**src/rtl/pfd_pkg.sv**
```systemverilog
package pfd_pkg;

  // Increment that stops at a ceiling value.
  function automatic int unsigned sat_inc(input int unsigned v, input int unsigned ceil);
    return (v >= ceil) ? ceil : v + 1;
  endfunction

  // Phase of a comparison as seen by the lock filter.
  typedef enum logic [1:0] {
    CMP_IDLE  = 2'd0,
    CMP_BUSY  = 2'd1,
    CMP_GOOD  = 2'd2,
    CMP_LONG  = 2'd3
  } cmp_state_e;

endpackage

```
**src/rtl/pfd_sync_edge.sv**
```systemverilog
module pfd_sync_edge #(
  parameter int SYNC_STAGES = 2
) (
  input  logic clk,
  input  logic rst,
  input  logic sig_in,
  output logic rise
);
  localparam int NS = (SYNC_STAGES < 1) ? 1 : SYNC_STAGES;

  logic [NS-1:0] chain;
  logic          last_q;

  generate
    if (NS == 1) begin : g_one
      always_ff @(posedge clk) begin
        if (rst) chain <= '0;
        else     chain <= sig_in;
      end
    end else begin : g_many
      always_ff @(posedge clk) begin
        if (rst) chain <= '0;
        else     chain <= {chain[NS-2:0], sig_in};
      end
    end
  endgenerate

  always_ff @(posedge clk) begin
    if (rst) last_q <= 1'b0;
    else     last_q <= chain[NS-1];
  end

  assign rise = chain[NS-1] & ~last_q;
endmodule

```
**src/rtl/pfd_core.sv**
```systemverilog
module pfd_core (
  input  logic clk,
  input  logic rst,
  input  logic ref_rise,
  input  logic fb_rise,
  output logic up_n,
  output logic dn_n,
  output logic act
);
  logic up_q, dn_q;
  logic up_nx, dn_nx, both;

  assign both = up_q & dn_q;

  always_comb begin
    if (both) begin
      up_nx = 1'b0;
      dn_nx = 1'b0;
    end else begin
      up_nx = up_q | ref_rise;
      dn_nx = dn_q | fb_rise;
    end
  end

  always_ff @(posedge clk) begin
    if (rst) begin
      up_q <= 1'b0;
      dn_q <= 1'b0;
      act  <= 1'b0;
    end else begin
      up_q <= up_nx;
      dn_q <= dn_nx;
      act  <= up_nx | dn_nx;
    end
  end

  assign up_n = ~up_q;
  assign dn_n = ~dn_q;
endmodule

```
**src/rtl/pfd_lock_filter.sv**
```systemverilog
module pfd_lock_filter
  import pfd_pkg::*;
#(
  parameter int LOCK_COUNT  = 16,
  parameter int WIDTH_LIMIT = 4
) (
  input  logic clk,
  input  logic rst,
  input  logic act,
  output logic locked
);
  localparam int RUN_MAX = WIDTH_LIMIT + 1;
  localparam int RUN_W   = $clog2(RUN_MAX + 1);
  localparam int GOOD_W  = $clog2(LOCK_COUNT + 1);

  logic [RUN_W-1:0]  run_q;
  logic [GOOD_W-1:0] good_q;
  cmp_state_e        st;

  always_comb begin
    if (act) begin
      st = (run_q == RUN_W'(WIDTH_LIMIT)) ? CMP_LONG : CMP_BUSY;
    end else if (run_q != '0 && run_q <= RUN_W'(WIDTH_LIMIT)) begin
      st = CMP_GOOD;
    end else begin
      st = CMP_IDLE;
    end
  end

  always_ff @(posedge clk) begin
    if (rst) begin
      run_q  <= '0;
      good_q <= '0;
      locked <= 1'b0;
    end else begin
      if (act) run_q <= RUN_W'(sat_inc(run_q, RUN_MAX));
      else     run_q <= '0;
      case (st)
        CMP_LONG: begin
          good_q <= '0;
          locked <= 1'b0;
        end
        CMP_GOOD: begin
          good_q <= GOOD_W'(sat_inc(good_q, LOCK_COUNT));
          locked <= (sat_inc(good_q, LOCK_COUNT) >= LOCK_COUNT);
        end
        default: ;
      endcase
    end
  end
endmodule

```
**src/rtl/pfd_lock_top.sv**
```systemverilog
module pfd_lock_top #(
  parameter int SYNC_STAGES = 2,
  parameter int LOCK_COUNT  = 16,
  parameter int WIDTH_LIMIT = 4
) (
  input  logic clk,
  input  logic rst,
  input  logic ref_in,
  input  logic fb_in,
  output logic up_n,
  output logic dn_n,
  output logic act,
  output logic locked
);
  logic ref_rise, fb_rise;

  pfd_sync_edge #(.SYNC_STAGES(SYNC_STAGES)) u_ref_edge (
    .clk(clk), .rst(rst), .sig_in(ref_in), .rise(ref_rise)
  );

  pfd_sync_edge #(.SYNC_STAGES(SYNC_STAGES)) u_fb_edge (
    .clk(clk), .rst(rst), .sig_in(fb_in), .rise(fb_rise)
  );

  pfd_core u_core (
    .clk(clk), .rst(rst), .ref_rise(ref_rise), .fb_rise(fb_rise),
    .up_n(up_n), .dn_n(dn_n), .act(act)
  );

  pfd_lock_filter #(.LOCK_COUNT(LOCK_COUNT), .WIDTH_LIMIT(WIDTH_LIMIT)) u_lock (
    .clk(clk), .rst(rst), .act(act), .locked(locked)
  );
endmodule

```
**config.mk**
```make
export PLATFORM = sky130hd
export DESIGN_NAME = pfd_lock_top
export DESIGN_NICKNAME = d
export VERILOG_FILES = /design/src/rtl/pfd_pkg.sv /design/src/rtl/pfd_sync_edge.sv /design/src/rtl/pfd_core.sv /design/src/rtl/pfd_lock_filter.sv /design/src/rtl/pfd_lock_top.sv
export SDC_FILE = /design/constraint.sdc
export NUM_CORES = 1
export LEC_CHECK = 0
export BUFFER_PORTS_ARGS = -buffer_cell sky130_fd_sc_hd__buf_2
export CAP_MARGIN = 20
export CORE_AREA = 2 2 39 41
export CTS_BUF_LIST = sky130_fd_sc_hd__clkbuf_2 sky130_fd_sc_hd__clkbuf_4 sky130_fd_sc_hd__clkbuf_8
export CTS_CLUSTER_SIZE = 24
export DETAILED_ROUTE_END_ITERATION = 7
export DIE_AREA = 0 0 41 43
export PLACE_DENSITY_LB_ADDON = 0.08
export SLEW_MARGIN = 10
export SYNTH_ARGS = -nofsm -noshare
export SYNTH_HDL_FRONTEND = slang
export SYNTH_SLANG_ARGS = --single-unit
```
**constraint.sdc**
```tcl
create_clock -name clk -period 2.4 [get_ports clk]
set_input_delay 0 -clock clk [delete_from_list [all_inputs] [get_ports clk]]
set_output_delay 0 -clock clk [all_outputs]
set_load 0.05 [all_outputs]
```
==> flow_summary.yaml, run 1 <==
outcome:
  outcome: "finished clean"
final_layout:
  num_antenna_cells: 0
  nets: 99
  syn2layout_area_growth_pct: 14.8
  final_layout_size_suffix_gt1_frac: 0.148
  finish.instance_area_um2: 837
setup_path:
  start_kind: "register"
  cp.required_ps: 2610
  path_max_fanout: 6
  arrival_ps: 1910
  critical_path_class: "register to register"
  ff2ff_setup_slack_ps: 710
  endpoint_kind: "register"
drt:
  drt_iter0_drc: 8
  wl_met3_um: 41
  wl_met1_um: 520
  avgRoutedWirePerCell_um: 10.6
  wl_met2_um: 501
  top_layer: "met4"
  drc: 0
  dr.pass1.iters: 4
  vias: 526
  wirelength_mm: 1.11
  ant_nets: 0
  vias_per_cell: 5.06
sta:
  skew_ps: 0.461
  relSlewSlack: 0.801
  drv_slew: 0
  fin_crit_sh: 0.706
  tns_ps: 0
  max_freq_mhz: 590
  finalHoldViolCount: 0
  setup_viol: 0
  tightest_slew_ps: 298
  fin_crit_ps: 1690
  rsz0062_at_grt: "no"
clocking:
  root_buffer: "clkbuf_4"
  tritoncts: "built"
  cts_buffers: 3
  clock_latency_ps: 290
  htree_levels: 1
  clkTransAtPathRegs_ps: 100
  clock_path_buffers: 2
  cts_resized: 0
  clock_sinks: 18
run:
  maxCapViolCount: 0
yosys:
  synth_area_um2: 729
  synth_compound_area_frac: 0.142
  ys_types: 22
  synthMuxAreaShare: 0
  postSynthCellCount: 76
  yosys_warnings: 0
  synthAdderAreaFrac: 0.103
  avgSynthCellArea_um2: 9.60
  syn-num-nets: 86
  synth_top_family_by_area: "simple AND/OR/NAND/NOR gates"
  synth_simple_gate_area_frac: 0.225
  ys_seq_elements: 18
  synthArstFlopShare: 0
  synth-edff-count: 0
  synth_seq_area_share: 0.494
  ys.flop_type: "dfxtp_1"
  synth-xor-area-share: 0
floorplanning:
  die-width_um: 41
  core_area_um2: 1380
  fp.dieH_um: 43
  rows: 14
  die_area_um2: 1760
  initial_core_util: 0.527
  pin_count: 8
placement:
  portBuffers: 7
  place.gp.congestion: 0.641
  place_area_um2: 781
global_routing:
  grt_max_degree: 18
  grt_pass1_wl_mm: 1.96
  antenna_found_initial: 0
  grt_pass1_vias: 464
  track_usage: 0.169
  grt_overflow: 0
pwr:
  powerDensity_nw_per_um2: 656
  power.leakage_nw: 0.322
  peakVddDrop_uv: 415
hold_path:
  hold_path_class: "input port to register"
logic make-up after synthesis:
group / after synthesis
simple gates: 28
flops: 18
compound gates: 17
buf+inv: 7
fa+ha+maj: 6
layer usage:
| metal | global-route usage | vias up |
|---|---|---|
| li1 | - | 281 |
| met3 | 0.0471 | 5 |
| met1 | 0.197 | 231 |
| met5 | 0 | - |
| met2 | 0.250 | 9 |
| met4 | 0.120 | 0 |
Yosys cell counts (all sizes together), types with 2 or more instances:
| cell | number | share of area |
|---|---|---|
| inv | 6 | 0.031 |
| nand2b | 2 | 0.017 |
| o21ai | 4 | 0.027 |
| nor2 | 4 | 0.021 |
| nor3 | 3 | 0.036 |
| nor3b | 2 | 0.021 |
| nand2 | 6 | 0.031 |
| dfxtp | 18 | 0.49 |
| nor2b | 7 | 0.060 |
| ha | 6 | 0.10 |
| a311oi | 2 | 0.033 |
| a21oi | 9 | 0.062 |
critical path, stage by stage (launching register included):
cell,delay (ps)
dfxtp_1,400
inv_1,60
ha_1,190
ha_1,320
nor3_4,230
a41oi_1,160
a311oi_2,250
cell type report:
class,instances,area [µm²]
fillers,117,547
flip-flops and latches,18,360
well taps,16,20.0
clock buffers,4,36.3
repair buffers,9,55.1
multi-input cells,51,343
inverters,6,22.5
sequential cells by signal (all words and copies together) (netlist names):
| register | flops |
|---|---|
| u_lock.run_q | 3 |
| u_ref_edge.last_q | 1 |
| u_core.up_q | 1 |
| u_ref_edge.chain | 2 |
| u_lock.locked | 1 |
| u_core.dn_q | 1 |
| u_fb_edge.last_q | 1 |
| u_lock.good_q | 5 |
| u_fb_edge.chain | 2 |
| u_core.act | 1 |
layout by cell type, fill, tap and decap left out, drive strengths merged:
cell type	instances
a21oi	9
a311oi	2
a31oi	1
a41oi	1
and2b	1
and4b	1
buf	7
clkbuf	4
dfxtp	18
dlygate4sd3	2
ha	6
inv	6
nand2	6
nand2b	2
nand3	1
nor2	4
nor2b	7
nor3	3
nor3b	2
o21ai	4
or3	1
path summary, 6_finish.rpt:
path | startpoint | to | cells past startpoint
setup / recovery | u_lock.run_q[0] | u_lock.good_q[3] | 6
hold reg to reg | u_fb_edge.chain[0] | u_fb_edge.chain[1] | 1
hold / removal | rst | u_core.up_q | 2
setup reg to reg | u_lock.run_q[0] | u_lock.good_q[3] | 6
power breakdown:
| part | leakage [nW] | internal (mW) | switching (mW) |
|---|---|---|---|
| registers | 0.147 | 0.308 | 0.00824 |
| logic | 0.155 | 0.0175 | 0.0318 |
| clock network | 0.0210 | 0.0926 | 0.0913 |
per-stage QoR:
step,utilization,cells,hold slack [ps],worst slack [ps],total power [mW]
2_1_floorplan,-,76,71.6,847,0.358
3_3_place_gp,0.564,98,210,731,0.369
3_5_place_dp,0.564,98,222,706,0.370
4_1_cts,0.605,104,47.6,676,0.557
5_1_grt,0.605,104,57.6,571,0.579
6_report,0.605,104,55.2,706,0.549
repair_timing:
item,in CTS,in global routing
endpoints found under the setup margin,0,0
hold buffers,2,0
setup buffers,0,0
hold endpoints to repair,2,0
(Power assumes the default switching activity.)
==> run 2: changes to the inputs <==
--- a/config.mk
+++ b/config.mk
@@ -7,11 +7,11 @@
 export LEC_CHECK = 0
 export BUFFER_PORTS_ARGS = -buffer_cell sky130_fd_sc_hd__buf_2
 export CAP_MARGIN = 20
-export CORE_AREA = 2 2 39 41
+export CORE_MARGIN = 1.5
+export CORE_UTILIZATION = 52
 export CTS_BUF_LIST = sky130_fd_sc_hd__clkbuf_2 sky130_fd_sc_hd__clkbuf_4 sky130_fd_sc_hd__clkbuf_8
 export CTS_CLUSTER_SIZE = 24
 export DETAILED_ROUTE_END_ITERATION = 7
-export DIE_AREA = 0 0 41 43
 export PLACE_DENSITY_LB_ADDON = 0.08
 export SLEW_MARGIN = 10
 export SYNTH_ARGS = -nofsm -noshare
==> constraint.sdc (replaced) <==
create_clock -name clk -period 1.5 [get_ports clk]
set_input_delay 0 -clock clk [delete_from_list [all_inputs] [get_ports clk]]
set_output_delay 0 -clock clk [all_outputs]
set_load 0.05 [all_outputs]
==> run 2 against run 1 <==
  * Die area shrank 7.2%
  * Worst setup slack worse by 670 ps
  * Largest cell class is now multi-input combinational cells
  * Count of clock-buffer cells in the layout is the same
  * Sequential share of layout area shrank 3.2 points
  * Combinational power up 99%
  * Clock power rose by 63%
  * Critical path type unchanged
  * Via count rose by 6.8%
  * Hold slack better by 2.7 ps
  * Utilization grew 9.5 points
  * Routed wire length increased by 18%
  * Non-clock buffer count up 5
==> flow_summary.yaml, run 2 (synthesis results as in run 1) <==
outcome:
  outcome: "finished clean"
drt:
  vias: 562
  dr.pass1.iters: 4
  ant_nets: 0
  avgRoutedWirePerCell_um: 12.1
  drt_iter0_drc: 11
  drc: 0
  wirelength_mm: 1.30
  vias_per_cell: 5.20
setup_path:
  cp.required_ps: 1720
  endpoint_kind: "register"
  path_max_fanout: 5
  start_kind: "register"
  arrival_ps: 1680
  critical_path_class: "register to register"
global_routing:
  grt_max_degree: 18
  track_usage: 0.171
  antenna_found_initial: 0
  grt_overflow: 0
  grt_pass1_wl_mm: 1.77
  grt_pass1_vias: 430
final_layout:
  nets: 104
  num_antenna_cells: 0
  utilization: 0.700
  top_register: "u_lock.good_q"
  final_common_cell: "dfxtp_1"
  largest_register_ffs: 5
  final_cell_mix: "dfxtp_1 (16), a21oi_1 (9), buf_2 (7), nor2b_1 (6), nand2_1 (6)"
  finish.instance_area_um2: 911
  syn2layout_area_growth_pct: 24.9
  top_regs: "u_lock.good_q x5, u_lock.run_q x3"
  final_layout_size_suffix_gt1_frac: 0.280
clocking:
  cts_buffers: 3
  clock_sinks: 18
  clkTransAtPathRegs_ps: 100
  clock_latency_ps: 300
  htree_levels: 1
  clock_path_buffers: 2
  tritoncts: "built"
  root_buffer: "clkbuf_4"
pwr:
  comb_power_share: 0.109
  seqPwrFrac: 0.560
  p_switching_uw: 223
  peakVddDrop_uv: 529
  power.leakage_nw: 0.354
  p_int_uw: 682
  powerDensity_nw_per_um2: 994
  pwr-share-clk: 0.331
  switching_share: 0.246
hold_path:
  hold_path_class: "input port to register"
sta:
  max_freq_mhz: 685
  fin_crit_sh: 0.973
  relSlewSlack: 0.756
  setup_ws_ps: 40.2
  skew_ps: 1.67
  drv_slew: 0
  tightest_slew_ps: 366
  rsz0062_at_grt: "yes"
  setup_viol: 0
  fin_crit_ps: 1460
  finalHoldViolCount: 0
floorplanning:
  core_area_um2: 1300
  pin_count: 8
  die_area_um2: 1640
  die-width_um: 40.5
  fp.dieH_um: 40.5
  initial_core_util: 0.561
  rows: 13
placement:
  dpl.hpwl_um: 871
  portBuffers: 7
  place_area_um2: 833
  place.gp.congestion: 0.685
  place_ws_ps: -5.52
run:
  maxCapViolCount: 0
run 2: cell count changes in the layout (fill, tap and decap cells not counted), sizes merged:
| cell | before | now |
|---|---|---|
| buf | 7 | 12 |
run 2: final timing paths:
| kind | slack [ps] | start | cells past startpoint | to |
|---|---|---|---|---|
| setup / recovery | 40 | u_lock.run_q[1] | 6 | u_lock.good_q[3] |
| hold / removal | 60 | rst | 2 | u_core.up_q |
| setup reg to reg | 40 | u_lock.run_q[1] | 6 | u_lock.good_q[3] |
| hold reg to reg | 450 | u_fb_edge.chain[0] | 1 | u_fb_edge.chain[1] |
run 2: worst max-delay path, cell delays in order, from the launching register on:
cell and delay [ps]:
dfxtp_2 350, inv_2 50, ha_4 150, ha_4 220, nor3_4 260, nand2_1 100, a311oi_2 250
run 2: area by class of cell:
class | instances | area (µm²)
inverters | 6 | 22.5
fillers | 108 | 390
repair buffers | 14 | 92.6
clock buffers | 4 | 36.3
well taps | 15 | 18.8
flip-flops and latches | 18 | 363
multi-input cells | 51 | 378
run 2: timing repair:
item | CTS | global route
hold buffers | 2 | 0
pin swaps | 1 | 8
hold endpoints to repair | 2 | 0
buffers inserted | 0 | 1
gates resized for setup | 0 | 7
endpoints found under the setup margin | 2 | 5
cloned | 0 | 0
run 2: metrics by stage:
step / hold WS (ps) / TNS (ps) / power [mW] / instances
2_1_floorplan: 71.6 / 0 / 0.577 / 76
3_3_place_gp: 214 / 0 / 0.607 / 101
3_5_place_dp: 218 / -5.52 / 0.608 / 101
4_1_cts: 61.6 / 0 / 0.901 / 107
5_1_grt: 82.1 / -131 / 0.938 / 108
6_report: 57.9 / 0 / 0.906 / 108
run 2: layer usage:
metal  global-route usage  part of all wire  vias to the layer above  wire (µm)
li1                     -                 -                      292          -
met1                0.201              0.48                      255        626
met2                0.274              0.47                       11        615
met3               0.0333             0.023                        4         30
met4                0.125             0.024                        0         31
met5                    0                 0                        -          0
run 2: power groups by stage:
| stage | Combinational (mW) | Sequential, mW | Clock, mW |
|---|---|---|---|
| finish | 0.0983 | 0.507 | 0.300 |
| global route | 0.109 | 0.510 | 0.319 |
| CTS | 0.0935 | 0.507 | 0.301 |
| detailed placement | 0.0906 | 0.518 | 0 |
| global placement | 0.0895 | 0.517 | 0 |
| floorplan | 0.0541 | 0.523 | 0 |
